### src/rtl/rtc_irq_pkg.sv
package rtc_irq_pkg;

    localparam int NUM_EVT = 3;
    localparam int EVT_PER = 2;
    localparam int EVT_ALM = 1;
    localparam int EVT_UPD = 0;

    // log2 of the period in ticks for a rate code; 0 means off
    function automatic logic [3:0] rate_shift(input logic [3:0] code);
        case (code)
            4'd0:    rate_shift = 4'd0;
            4'd1:    rate_shift = 4'd7;
            4'd2:    rate_shift = 4'd8;
            default: rate_shift = code - 4'd1;
        endcase
    endfunction

endpackage

### src/rtl/rtc_rate_div.sv
module rtc_rate_div
    import rtc_irq_pkg::*;
#(
    parameter int CNT_W = 15
) (
    input  logic       clk,
    input  logic       rst_n,
    input  logic       tick,
    input  logic [3:0] rate_sel,
    input  logic       sqw_en,
    output logic       per_evt,
    output logic       sqw
);

    typedef struct packed {
        logic [CNT_W-1:0] cnt;
        logic             sqw;
    } div_t;

    div_t             div_d, div_q;
    logic [3:0]       shift;
    logic [CNT_W-1:0] mask;
    logic             run;

    always_comb begin
        shift   = rate_shift(rate_sel);
        mask    = (CNT_W'(1) << shift) - CNT_W'(1);
        run     = (rate_sel != 4'd0);
        div_d   = div_q;
        per_evt = 1'b0;
        if (tick) begin
            div_d.cnt = div_q.cnt + CNT_W'(1);
            if (run && ((div_q.cnt & mask) == mask))
                per_evt = 1'b1;
        end
        if (sqw_en && run)
            div_d.sqw = div_d.cnt[shift - 4'd1];
        else
            div_d.sqw = 1'b0;
    end

    always_ff @(posedge clk or negedge rst_n) begin
        if (!rst_n)
            div_q <= '0;
        else
            div_q <= div_d;
    end

    assign sqw = div_q.sqw;

endmodule

### src/rtl/rtc_alarm_cmp.sv
module rtc_alarm_cmp #(
    parameter int FIELDS = 3,
    parameter int W      = 8
) (
    input  logic [FIELDS-1:0][W-1:0] cur,
    input  logic [FIELDS-1:0][W-1:0] alm,
    output logic                     hit
);

    logic [FIELDS-1:0] fld_ok;

    for (genvar i = 0; i < FIELDS; i++) begin : g_fld
        assign fld_ok[i] = (alm[i][W-1 -: 2] == 2'b11) || (alm[i] == cur[i]);
    end

    assign hit = &fld_ok;

endmodule

### src/rtl/rtc_flag_reg.sv
module rtc_flag_reg #(
    parameter int N = 3
) (
    input  logic         clk,
    input  logic         rst_n,
    input  logic [N-1:0] evt,
    input  logic [N-1:0] ena,
    input  logic         rd,
    output logic [N-1:0] flags,
    output logic         irq_n
);

    typedef struct packed {
        logic [N-1:0] flg;
    } fl_t;

    fl_t fl_d, fl_q;

    always_comb begin
        fl_d     = fl_q;
        fl_d.flg = (rd ? '0 : fl_q.flg) | evt;
    end

    always_ff @(posedge clk or negedge rst_n) begin
        if (!rst_n)
            fl_q <= '0;
        else
            fl_q <= fl_d;
    end

    assign flags = fl_q.flg;
    assign irq_n = ~|(fl_q.flg & ena);

endmodule

### src/rtl/rtc_irq_unit.sv
module rtc_irq_unit
    import rtc_irq_pkg::*;
#(
    parameter int DIV_W  = 15,
    parameter int TIME_W = 8
) (
    input  logic              clk,
    input  logic              rst_n,
    input  logic              tick_32k,
    input  logic [3:0]        rate_sel,
    input  logic              sqw_en,
    input  logic              per_ie,
    input  logic              alm_ie,
    input  logic              upd_ie,
    input  logic              upd_done,
    input  logic [TIME_W-1:0] cur_sec,
    input  logic [TIME_W-1:0] cur_min,
    input  logic [TIME_W-1:0] cur_hr,
    input  logic [TIME_W-1:0] alm_sec,
    input  logic [TIME_W-1:0] alm_min,
    input  logic [TIME_W-1:0] alm_hr,
    input  logic              flag_rd,
    output logic [7:0]        flag_out,
    output logic              irq_n,
    output logic              sqw
);

    localparam int FIELDS = 3;

    logic                          per_evt;
    logic                          alm_hit;
    logic [NUM_EVT-1:0]            evt;
    logic [NUM_EVT-1:0]            ena;
    logic [NUM_EVT-1:0]            flags;
    logic [FIELDS-1:0][TIME_W-1:0] cur_v;
    logic [FIELDS-1:0][TIME_W-1:0] alm_v;

    assign cur_v = {cur_hr, cur_min, cur_sec};
    assign alm_v = {alm_hr, alm_min, alm_sec};

    rtc_rate_div #(.CNT_W(DIV_W)) u_div (
        .clk      (clk),
        .rst_n    (rst_n),
        .tick     (tick_32k),
        .rate_sel (rate_sel),
        .sqw_en   (sqw_en),
        .per_evt  (per_evt),
        .sqw      (sqw)
    );

    rtc_alarm_cmp #(.FIELDS(FIELDS), .W(TIME_W)) u_alm (
        .cur (cur_v),
        .alm (alm_v),
        .hit (alm_hit)
    );

    always_comb begin
        evt          = '0;
        evt[EVT_PER] = per_evt;
        evt[EVT_ALM] = upd_done & alm_hit;
        evt[EVT_UPD] = upd_done;
        ena          = '0;
        ena[EVT_PER] = per_ie;
        ena[EVT_ALM] = alm_ie;
        ena[EVT_UPD] = upd_ie;
    end

    rtc_flag_reg #(.N(NUM_EVT)) u_flg (
        .clk   (clk),
        .rst_n (rst_n),
        .evt   (evt),
        .ena   (ena),
        .rd    (flag_rd),
        .flags (flags),
        .irq_n (irq_n)
    );

    assign flag_out = {~irq_n, flags[EVT_PER], flags[EVT_ALM], flags[EVT_UPD], 4'b0000};

endmodule

### config.mk
export PLATFORM = sky130hd
export DESIGN_NAME = rtc_irq_unit
export DESIGN_NICKNAME = d
export VERILOG_FILES = /design/src/rtl/rtc_irq_pkg.sv /design/src/rtl/rtc_rate_div.sv /design/src/rtl/rtc_alarm_cmp.sv /design/src/rtl/rtc_flag_reg.sv /design/src/rtl/rtc_irq_unit.sv
export SDC_FILE = /design/constraint.sdc
export NUM_CORES = 1
export LEC_CHECK = 0
export BUFFER_PORTS_ARGS = -buffer_cell sky130_fd_sc_hd__buf_2
export CORE_MARGIN = 2
export CORE_UTILIZATION = 54
export DETAILED_ROUTE_END_ITERATION = 6
export PLACE_DENSITY = 0.95
export SYNTH_ARGS = -nofsm -noshare
export SYNTH_HDL_FRONTEND = slang
export SYNTH_SLANG_ARGS = --single-unit
### constraint.sdc
create_clock -name clk -period 5.7 [get_ports clk]
set_input_delay 0.285 -clock clk [delete_from_list [all_inputs] [get_ports clk]]
set_output_delay 0.285 -clock clk [all_outputs]
set_load 0.02 [all_outputs]
# Word level (Yosys, flattened, before mapping)
# Index checks and enable logic that the tools add are counted.
dict set report totals {
  latch_bits 0
  input_bits 61
  out_inout_bits 10
  ram_bits 0
  mem_bits_ro 0
  memories 0
  register_bits 19
  wordCells 40
}
dict set report classes {
  n_mux 8
  shift 1
  div 0
  n_eq_ne 9
  n_bitwise 4
  reduce_logical 10
  order_cmp 1
  n_mul 0
  add_sub_neg 4
}
# cell n
set op_table {}
lappend op_table {{equality test 8 bit} 3}
lappend op_table {{adder 15 x 1 -> 15 bit, second input constant} 1}
lappend op_table {{AND 15 bit} 1}
lappend op_table {{equality test 15 bit} 1}
lappend op_table {{two-way mux 15 bit} 1}
lappend op_table {{<< shifter 1 x 4 -> 15 bit, first input constant} 1}
lappend op_table {{subtractor 15 x 2 -> 15 bit, second input constant} 1}
lappend op_table {{one-hot mux 4 bit (3 select lines)} 1}
lappend op_table {{subtractor 4 x 1 -> 4 bit, second input constant} 2}
lappend op_table {{equality test 2 bit, second input constant} 3}
lappend op_table {{< comparator 4 x 5 -> 1 bit, second input constant} 1}
lappend op_table {{binary-select mux 1 bit (select 4 bit)} 1}
lappend op_table {{equality test 4 x 1 -> 1 bit, second input constant} 1}
lappend op_table {{equality test 4 x 2 -> 1 bit, second input constant} 1}
lappend op_table {{zero test 4 bit} 1}
lappend op_table {{two-way mux 1 bit} 4}
lappend op_table {{nonzero test 4 bit} 1}
lappend op_table {{AND 3 bit} 1}
lappend op_table {{logical OR 1 bit} 3}
lappend op_table {{two-way mux 3 bit} 1}
lappend op_table {{OR 3 bit} 1}
lappend op_table {{AND reduction 3 bit} 1}
lappend op_table {{OR reduction 3 bit} 1}
lappend op_table {{logical AND 1 bit} 2}
lappend op_table {{2 further kinds} 2}

# Depth between registers and ports, before layout
# Gate-level depths: netlist of run 1.
dict set report depth {
  word_depth 10
  mapped_depth 17
  depth_no_buf 15
}

# Cells and area by module
# A second synthesis of run 1 with hierarchy kept.
dict set report hier_totals {
  cells_unflattened 264
  hier_area_um2 2175.8
}
# module area_each_um2 instances cells_each
set modules_own_cells {}
lappend modules_own_cells {rtc_rate_div 1740.4 1 215}
lappend modules_own_cells {rtc_alarm_cmp 280.3 1 34}
lappend modules_own_cells {rtc_flag_reg 111.4 1 8}
lappend modules_own_cells {rtc_irq_unit 43.8 1 7}

# Worst setup path before layout of run 1
# No wires, ideal clock.
dict set report synth_path {
  path_kind {input -> register}
  startpoint {input port rate_sel[0]}
  endpoint {register u_flg.fl_q (netlist bit u_flg.flags[2])}
  stages 16
  slack_ns 2.353
  arrival_ns 3.246
  cell_sequence {inv_1 > ha_1 > o21a_1 > o21ai_1 > inv_1 > ha_1 > buf_2 > nand2_1 > ha_1 > clkbuf_1 > a21oi_1 > a21oi_1 > o21ai_0 > a2111oi_4 > o2111ai_1 > o32ai_1}
}
# element line_no
set synth_rtl {}
lappend synth_rtl {{start: declaration} rtc_irq_unit.sv:10} ;# input logic [3:0] rate_sel,
lappend synth_rtl {{end signal: assignment} rtc_flag_reg.sv:28} ;# fl_q <= fl_d;
lappend synth_rtl {{end: declaration} rtc_flag_reg.sv:17} ;# fl_t fl_d, fl_q;

==> metrics list, run 1 <==
- The tool flagged a number of max-cap violations equal to 0.
- Counting buffers and inverters, the worst setup path is 16 cells deep.
* Seq/Total Area, Yosys: 0.239
- During synthesis, Yosys emitted a total of 0 warnings.
- Along the worst path, the maximum fanout reaches 13.
* 1st-pass router iterations: 6
* Max Root-Sink Buffers: 2
- The clock reaches the later pin of the worst-skew pair after ~0.26 ns.
- Setup violations remaining at the end of the flow were counted as 0.
- The routed design has 5400 um of wire.
- Final cycle utilization of the critical path: 0.701
- Slowest stage delay, CP: 0.42 ns
* Signal arrival time at the worst endpoint: 4.16 ns
- In this run the register-to-register setup slack is 3.32 ns.
- Based on the critical path, the design can be clocked at up to 250 MHz.
* Clock tree from TritonCTS: yes
- Library cells used by synthesis: 55
- On the final layout, the worst clock skew is 0.00106 ns.
* Slowest CP cell: ha_1
* Count of vias placed by the detailed router: 2,023
- Wire length of the first global-routing pass: 8830 um
* Clock input transition at the sequential cells of the worst setup and hold paths: 0.07 ns
- After detailed routing, the number of vias per cell comes to roughly 5.8.
- The share of synthesized area in the top cell type comes to 0.239.
* Synthesis-to-layout area growth: 19.5%
- Critical Path Sink: u_flg.flags[2]$_DFF_PN0_
* Ys async rst share: 1.00
- Residual DRC: 0
- Port buffering added 66 buffers.
- The setup path with the least slack is of type in -> reg.
- Entering global routing, the biggest net connects 20 pins.
- The flow ran to the end, and the final reports show no timing, DRC or antenna violations.
* Largest area contributor in the netlist: dfrtp_1
- DIE HEIGHT: 64.8 um
- Starting utilization of the core area: 0.553
- VDD sags by at most 0.121 mV.
* CP required: 5.86 ns
- Num CTS Buffers: 3
- Top cells by area in the synthesized netlist: dfrtp_1 24%, xor2_1 11%, xnor2_1 7.9%
- In this run, synthesis produced a sequential element count of 19.
- STA classifies the critical path startpoint as an input port.
* Hold Violations, Final: 0
- The via count of the first global-routing pass came to 1,955.
- FP Rows: 22
- Die extent in x: around 65 um
- In this run, synthesis inferred 0 flip-flops with an integrated enable.
- Crit path top cell by count: ha_1
- In this run the worst hold path is classified as in -> reg.
- Total buffers and inverters traversed by the critical path: 3
- Post-synthesis instance area: 1990 um2
- Tightest slew margin relative to the limit: 0.483
- WL/cell: 15.4 um
* Post-route setup TNS: 0 ns
- Final GP Congestion: 0.929
* Static leakage: 1.13 nW
- Core area: 3610 um2
- The root buffer cell chosen for the clock tree is clkbuf_8.
- Of the cells placed in the final design, the portion with a size suffix greater than 1 is 0.265.
* Cell depth of the worst min-delay path: 2
- The count of nets left with antenna violations once routing finished came out at 0.
- At the end of the flow the core is filled with cells to 0.661.
- Counting every instance in the synthesized netlist gives 238.
- The worst register-to-register path ends at u_div.sqw$_DFF_PN0_.
- GRT Residual Overflow: 0
- The net count of the finished layout is 374.
- CTS H-tree depth: 1
* Number of instances resized during post-cts repair: 0
- Iteration-0 DRC count of the detailed router: 239
- Unrepaired setup endpoints after global routing: no
- The die covers 4190 um2.
- CP endpoint kind: register
* Average instance area after synthesis: about 8.4 um2
- Final Hold Slack: 0.222 ns
- Power per standard cell area: 239 nW/um2
- For this run, the leading register cell type out of synthesis is dfrtp_1.
* Antenna Cells: 0
* Worst R2R Path Depth: 7
* Number of max-slew violations in the final report: 0
- Transition time of the tightest slew-check pin: 0.774 ns
- Estimated wirelength of the detail-placed design: roughly 4300 um
- The signal on the critical path passes through buf_2 > inv_1 > ha_1 > o21a_1 > o21ai_1 > inv_1 > ha_1 > nand2_1 > ha_1 > nor3b_1 > xnor2_1 > o22a_1 > nor3_1 > nor4_1 > o2111ai_1 > o32ai_1.
- In this run the worst setup path begins at rate_sel[0].
* I/O pins: 71
* Antenna violations before repair: 0
- Worst flop-to-flop path startpoint: u_div.div_q[3]$_DFF_PN0_
* Family of cells with the greatest summed delay on the critical path: compound AO/OA/AOI/OAI gates
- Total track usage: 0.271
* Crit path time final: 3.99 ns
- TritonCTS sink count: 19
[synth_stat cells (all sizes together), types with 4 or more instances]
cell type / instances
a21oi: 10
buf: 7
dfrtp: 19
ha: 10
inv: 13
mux2i: 4
nand2: 22
nand4: 7
nor2: 15
nor3: 5
nor4: 8
o211ai: 4
o21ai: 13
or3: 4
xnor2: 18
xor2: 25
[sequential cells by signal, summed over array words and instances (netlist names)]
| name | count |
|---|---|
| u_div.div_q | 15 |
| u_div.sqw | 1 |
| u_flg.flags | 3 |
[worst min path at each step]
stage,startpoint,end,slack [ns]
final,upd_done,u_flg.flags[0]$_DFF_PN0_,0.22
after global routing,upd_done,u_flg.flags[0]$_DFF_PN0_,0.23
after CTS,upd_done,u_flg.flags[0]$_DFF_PN0_,0.22
after detailed placement,rst_n,u_div.div_q[4]$_DFF_PN0_,0.24
after global placement,rst_n,u_div.div_q[4]$_DFF_PN0_,0.23
after floorplan,rst_n,u_div.div_q[10]$_DFF_PN0_,-0.01
[placed cells by master (no fill, tap or decap), types with 3 or more instances in the layout]
cell type and count:
nor4_1 8, conb_1 4, xnor2_1 18, dfrtp_1 19
nand3_1 3, inv_1 13, a21oi_1 9, or3_1 4
nand4_1 7, o22ai_1 3, nor3_1 5, ha_1 10
buf_2 66, clkbuf_8 3, mux2i_1 4, xor2_1 25
o21ai_0 11, o211ai_1 4, a221oi_1 3, nand2_1 22
nor2_1 15
[per-layer routing]
| metal | vias up | share of wire | track usage |
|---|---|---|---|
| met3 | 21 | 0.065 | 0.0347 |
| li1 | 986 | - | - |
| met2 | 91 | 0.49 | 0.464 |
| met1 | 925 | 0.40 | 0.333 |
| met5 | - | 0 | 0 |
| met4 | 0 | 0.040 | 0.138 |
[kinds of logic after synthesis]
family,share of synthesized area
AND/OR/NAND/NOR,0.210
buffers and inverters,0.0590
AO/OA/AOI/OAI,0.208
multiplexers,0.0314
flip-flops,0.239
XOR/XNOR,0.189
other,0.00188
adder cells (fa/ha/maj),0.0628
[power by group]
group | leakage [nW] | internal (mW) | switching [mW] | total [mW]
logic | 0.860 | 0.116 | 0.150 | 0.266
clock network | 0.0255 | 0.0487 | 0.0456 | 0.0943
registers | 0.244 | 0.163 | 0.0470 | 0.210
[metrics by stage]
| step | power (mW) | cells | instance area (um2) | setup slack (ns) |
|---|---|---|---|---|
| floorplan | 0.386 | 241 | 2000 | 2.35 |
| global placement | 0.455 | 345 | 2330 | 1.80 |
| detailed placement | 0.469 | 345 | 2330 | 1.50 |
| CTS | 0.565 | 350 | 2380 | 1.77 |
| global route | 0.604 | 350 | 2380 | 1.31 |
| finish | 0.570 | 350 | 2380 | 1.71 |
[cell type report]
| class | count | area [um2] |
|---|---|---|
| Inverter | 13 | 48.8 |
| Multi-Input combinational cell | 199 | 1410 |
| Timing Repair Buffer | 67 | 340 |
| Clock inverter | 1 | 5.00 |
| Tap cell | 48 | 60.1 |
| Fill cell | 299 | 1220 |
| Sequential cell | 19 | 475 |
| Clock buffer | 3 | 41.3 |
[what timing repair did]
item | 4_1_cts | 5_1_grt
setup endpoints to repair | 0 | 0
buffers inserted | 0 | 0
hold buffers | 1 | 0
endpoints found under the hold margin | 19 | 0
(Power assumes the default switching activity.)
==> run 2, diff against run 1 <==
CORE_UTILIZATION = 46   (was 54)
PLACE_DENSITY = 0.89   (was 0.95)
clock period = 3.25 ns   (was 5.7 ns; I/O delays follow)
==> metrics list, run 2 (synthesized netlist as in run 1, its figures left out) <==
- Number of nets still failing antenna checks after routing: 0
- Worst R2R Path Depth: 7
- Final setup violating endpoints: 0
- Prior to clock tree synthesis, the placed netlist has a worst setup slack of 0.0137 ns.
- Via count of the first global-routing pass: ~2,000
- Core area: 4090 um2
* VDD IR max: 0.285 mV
- Clock-pin slew was measured on the worst setup and hold paths at 0.07 ns.
* Iteration-0 DRC count of the detailed router: 181
* Clock tree from TritonCTS: yes
- For this run, the detailed router's first-pass iteration total came to 5.
- The worst setup path is captured at a register.
- Power per standard cell area: 408 nW/um2
- Based on the critical path, the design can be clocked at up to between 300 and 400 MHz.
- Clk Latency, worst-skew pair: between 0.2 and 0.3 ns
- The die covers 4880 um2.
- For hold timing, the worst endpoint is u_flg.flags[0]$_DFF_PN0_.
- Starting utilization of the core area: 0.488
* Estimated wirelength of the detail-placed design: 4550 um
- The path class of the tightest hold or removal check is in -> reg.
- Worst flop-to-flop path startpoint: u_div.div_q[3]$_DFF_PN0_
- At the worst endpoint, the required time is ~3.4 ns.
- In this run the worst path has a maximum fanout of 7.
- WL/cell: 15.2 um
- Pin placement for this block handled 71 I/O pins.
- Pin count of the biggest net entering global routing: 20
* Most common cell after layout, fill and taps aside: buf_2
* Antenna Cells: 0
* Static leakage: 1.19 nW
* Worst hold start: upd_done
* Pwr Total: 1.02 mW
- Worst clock skew on the final layout: 0.00321 ns
- Final GP Congestion: 0.990
* Top library cells by usage in the layout, fill and taps aside: 66 x buf_2, 25 x xor2_1, 22 x nand2_1
* Cell depth of the worst min-delay path: 2
- Slack of the worst reg-to-reg path: 0.97 ns
* Register name with the most flops: u_div.div_q
* Share of cells above drive strength 1: 0.295
- Number of max-slew violations in the final report: 0
- CTS built an H-tree with a depth of 1.
- The floorplan step set the die height to 69.8 um.
- Using the TritonRoute via totals, the vias-per-cell ratio works out to 5.74.
- Buffers added to address setup during post-CTS repair amount to 0.
* Result of the run: complete, no violations
* Num CTS Buffers: 3
* Count of vias placed by the detailed router: 2,094
* Endpoint of the most critical register-to-register path: u_div.sqw$_DFF_PN0_
- CP startpoint kind: input port
- The register with the most flip-flops in the layout has 15 of them.
* Final #Nets: between 300 and 400
- Crit path time final: 2.97 ns
- Worst-case setup margin in the final layout: 0.279 ns
* Max Root-Sink Buffers: 2
* FP Rows: 23
- The final number of hold-violating endpoints is 0.
* Final cycle utilization of the critical path: 0.914
- TritonCTS sink count: 19
- Max-cap violations in this run came to 0.
- The first global-routing pass estimated 9110 um of wire.
- Synthesis-to-layout area growth: 24.7%
* Total track usage: 0.230
* GRT Residual Overflow: 0
* Count of input and output buffers: 66
- Residual DRC: 0
- Signal arrival time at the worst endpoint: 3.13 ns
- From left edge to right edge, the die measures 69.8 um.
* Antenna violations before repair: 0
- Final design utilization: 0.608
- Cell at the root of the clock tree: clkbuf_8
- The critical path is of the in -> reg type.
* Detailed-route wire length: 5560 um
-- run 2: where the power goes --
part | internal, mW | switching [mW]
sequential | 0.286 | 0.0819
clock | 0.0873 | 0.0764
combinational | 0.222 | 0.261
total | 0.596 | 0.419
-- run 2: routing by layer --
layer	global-route usage	up-vias	wire, um
met5	0	-	0
met3	0.0247	15	358
met1	0.287	964	2280
met4	0.109	0	113
met2	0.394	101	2800
li1	-	1014	-
-- run 2: metrics by stage --
stage | instances | hold WS, ns | area, um2 | TNS (ns)
4_1_cts | 365 | 0.0871 | 2480 | 0
2_1_floorplan | 241 | -0.133 | 2000 | 0
3_3_place_gp | 360 | 0.116 | 2430 | 0
3_5_place_dp | 360 | 0.119 | 2430 | 0
5_1_grt | 365 | 0.0990 | 2490 | -0.00245
6_report | 365 | 0.0921 | 2490 | 0
-- run 2: how the worst max path moves through the flow --
stage                      from                       end  slack (ns)  cells after the start
floorplan           rate_sel[0]  u_flg.flags[2]$_DFF_PN0_        0.03                     16
global placement    rate_sel[0]  u_flg.flags[2]$_DFF_PN0_        0.19                     16
detailed placement  rate_sel[0]  u_flg.flags[2]$_DFF_PN0_        0.01                     16
CTS                 rate_sel[0]  u_flg.flags[2]$_DFF_PN0_        0.28                     16
global route        rate_sel[0]  u_flg.flags[2]$_DFF_PN0_      -0.002                     16
finish              rate_sel[0]  u_flg.flags[2]$_DFF_PN0_        0.28                     14
-- run 2: timing repair --
item                                    4_1_cts  5_1_grt
hold buffers                                  1        0
endpoints found under the setup margin        0        1
resized for setup                             0        2
hold endpoints to repair                     19        0
-- run 2: final cells by class --
| class | count | area, um2 |
|---|---|---|
| fillers | 363 | 1600 |
| multi-input cells | 199 | 1420 |
| flip-flops and latches | 19 | 475 |
| repair buffers | 80 | 438 |
| well taps | 50 | 62.6 |
| inverters | 13 | 48.8 |
| clock buffers | 4 | 45.0 |
-- run 2: worst max-delay path: stages --
cell and delay, ns:
buf_2 0.15, inv_1 0.09, ha_1 0.28, o21a_1 0.22
o21ai_1 0.22, inv_1 0.11, buf_4 0.17, ha_1 0.23
or3_1 0.43, nand3b_1 0.11, a31oi_1 0.14, a2111oi_4 0.33
o2111ai_1 0.16, o32ai_1 0.31
==> run 3, diff against run 2 <==
CORE_UTILIZATION = 47   (was 46)
CTS_CLUSTER_SIZE = 14   (was unset)
SKIP_LAST_GASP = 1   (was unset)
SYNTH_HIERARCHICAL = 1   (was unset)
==> metrics list, run 3 <==
* WL/cell: 15.2 um
- Entering global routing, the biggest net connects 20 pins.
- Setup repair after global routing left no endpoint under its margin.
- Antenna violations before repair: 0
- The worst hold path belongs to the class in -> reg.
* Tightest slew margin relative to the limit: 0.580
- The pre-antenna-repair detailed-routing pass consisted of 5 iterations.
* FP Rows: 24
- The multi-input combinational cells in the finished layout cover a total of 1580 um2.
- Largest area contributor in the netlist: dfrtp_1
* Die extent in x: a little over 70 um
- Average instance area after synthesis: 8.24 um2
- Clock tree from TritonCTS: yes
- In this run the deepest clock path goes through 2 buffers.
* Number of nets still failing antenna checks after routing: 0
* Total Die Area: between 5000 and 6000 um2
- Power per standard cell area: 399 nW/um2
- CTS built an H-tree with a depth of 1.
* Post-synthesis instance area: 2180 um2
- Via count of the first global-routing pass: just over 2,000
- DIE HEIGHT: around 72 um
- The initial utilization of the core area, before any placement, comes to 0.493.
- CP required: 3.45 ns
* Clk Latency, worst-skew pair: 0.26 ns
* Estimated wirelength of the detail-placed design: between 4000 and 5000 um
* Most common cell after layout, fill and taps aside: buf_2
- The share of synthesized area in the top cell type comes to 0.219.
- Most used standard cells in the synthesized netlist: 36 x xor2_1, 23 x nand2_1, 19 x dfrtp_1, 19 x nor2_1
- Routability-driven placement finished with a final weighted congestion of 0.987.
- Iteration-0 DRC count of the detailed router: 358
* Synthesis-to-layout area growth: 19.3%
- Cell with the most instances after synthesis: xor2_1
* MaxCap Viol Count: 0
* Drt via density: 5.91
- GRT Residual Overflow: 0
- Final setup violating endpoints: 0
- The number of clock buffers added by TritonCTS is 3.
* Final #Nets: 400
- The total area inside the core boundary comes to 4410 um2.
- Total buffers and inverters traversed by the critical path: 4
* Total of flip-flops plus latches after synthesis: 19
- Wire length of the first global-routing pass: 9200 um
* Top fanout value on the critical path: 10
- Count of input and output buffers: 66
* CP endpoint kind: register
- The routed design could run at a clock period as short as around 2.9 ns.
- During I/O placement, the number of pins put on the boundary was 71.
* Share of cells above drive strength 1: 0.274
* Clock input transition at the sequential cells of the worst setup and hold paths: 0.07 ns
- Across every metal layer, demand over resource in global routing totals 0.223.
* Count of vias placed by the detailed router: 2,244
* Main flop type after synthesis: dfrtp_1
- CP startpoint kind: input port
- The placed instances occupy a cell area of 2540 um2.
* Transition time of the tightest slew-check pin: roughly 0.63 ns
- The slowest stage of the critical path is the a2111oi_0 cell.
* Classification of the worst setup path: in -> reg
- In the final timing run, aggregate negative setup slack is 0 ns.
- In this run the clock root is driven by a clkbuf_8.
- Walking the worst path, the cells encountered are buf_2 > inv_1 > ha_1 > o21a_1 > o21ai_4 > inv_2 > ha_1 > nand2_1 > ha_2 > inv_1 > o31ai_1 > o211ai_1 > a2111oi_0 > and4_1 > a21o_1.
* Antenna Cells: 0
- Timing would allow up to 350 MHz.
* Top library cells by usage in the layout, fill and taps aside: 66 x buf_2, 36 x xor2_1, 23 x nand2_1
- Registers take 475 um2.
- CTS saw 19 sinks.
- Counting flops per register, the top entry is u_div/div_q.
- Number of max-slew violations in the final report: 0
* Detailed-route wire length: roughly 5800 um
- Worst clock skew on the final layout: 0.00185 ns
* Final cycle utilization of the critical path: 0.879
- The finished cells cover approximately 2600 um2.
- Synthesis instantiated 60 different standard cells from the library.
* Hold Violations, Final: 0
- Slowest stage delay, CP: roughly 0.38 ns
* Top cells by area in the synthesized netlist: dfrtp_1 22%, xor2_1 14%, ha_1 5.8%
- VDD IR max: about 0.22 mV
* Number of filler cells placed in the layout: 365
- Static leakage: between 1 and 1.5 nW
- Counting flops with a built-in enable in the synthesized netlist gives 0.
* Seq/Total Area, Yosys: 0.219
- For this run, asynchronously set or reset flops after synthesis account for 1.00.
* Result of the run: complete, no violations
* Residual DRC: 0
- The register with the most flip-flops in the layout has 15 of them.
- The kind of cell with the highest combined delay along the critical path is compound AO/OA/AOI/OAI gates.
- STA puts the critical path data arrival time at 3.06 ns.
- Cells after Synth: 264
- Synth warn: 6
==> run 3: report_power, final <==
| group | switching [mW] | leakage, nW | internal (mW) |
|---|---|---|---|
| Combinational | 0.280 | 1.02 | 0.223 |
| Sequential | 0.0851 | 0.250 | 0.282 |
| Clock | 0.0796 | 0.0228 | 0.0874 |
==> run 3: per-stage QoR <==
step / cells / setup slack (ns) / hold WS [ns] / util / power, mW
after floorplan: 267 / 0.0868 / -0.133 / - / 0.710
after detailed placement: 375 / 0.0945 / 0.122 / 0.575 / 0.860
after global routing: 380 / 0.0262 / 0.0921 / 0.588 / 1.10
after global placement: 375 / 0.169 / 0.113 / 0.575 / 0.852
final: 380 / 0.393 / 0.100 / 0.588 / 1.04
after CTS: 380 / 0.334 / 0.0934 / 0.587 / 1.03
==> run 3: area by class of cell <==
| class | count | share of cell area |
|---|---|---|
| sequential | 19 | 0.183 |
| multi-input combinational | 220 | 0.607 |
| inverter | 11 | 0.0159 |
| tap | 52 | 0.0251 |
| timing repair buffer | 74 | 0.151 |
| clock buffer | 4 | 0.0174 |
==> run 3: cell families (layout without fill, tap and decap cells) <==
logic type / count (synthesis) / count (layout) / share of synthesized area
compound gates: 61 / 61 / 0.210
mux: 8 / 8 / 0.0477
flops: 19 / 19 / 0.219
fa+ha+maj: 10 / 10 / 0.0575
xor+xnor: 43 / 43 / 0.177
buf+inv: 28 / 89 / 0.0638
other cells: 1 / 4 / 0.00172
simple gates: 94 / 94 / 0.224
==> run 3: path summary, 6_finish.rpt <==
path	start	to	slack, ns	cells past startpoint
worst max-delay path	rate_sel[0]	u_flg/flags[2]$_DFF_PN0_	0.39	15
worst min-delay path	upd_done	u_flg/flags[0]$_DFF_PN0_	0.10	2
worst max register to register	u_div/div_q[9]$_DFF_PN0_	u_div/sqw$_DFF_PN0_	1.10	7
worst min register to register	u_flg/flags[0]$_DFF_PN0_	u_flg/flags[0]$_DFF_PN0_	0.55	1
max in group asynchronous	rst_n	u_div/div_q[2]$_DFF_PN0_	2.59	2
min in group asynchronous	rst_n	u_div/div_q[11]$_DFF_PN0_	0.36	2
==> run 3: metal layers <==
layer | GRT usage | up-vias | part of all wire
li1 | - | 1085 | -
met1 | 0.293 | 1025 | 0.41
met2 | 0.391 | 125 | 0.49
met3 | 0.0250 | 9 | 0.094
met4 | 0.0566 | 0 | 0.011
met5 | 0 | - | 0
==> run 3: repair_timing <==
action,in CTS,in global routing
setup buffers,0,0
endpoints found under the hold margin,19,0
hold buffers,1,0
gates resized for setup,0,1
endpoints found under the setup margin,0,1
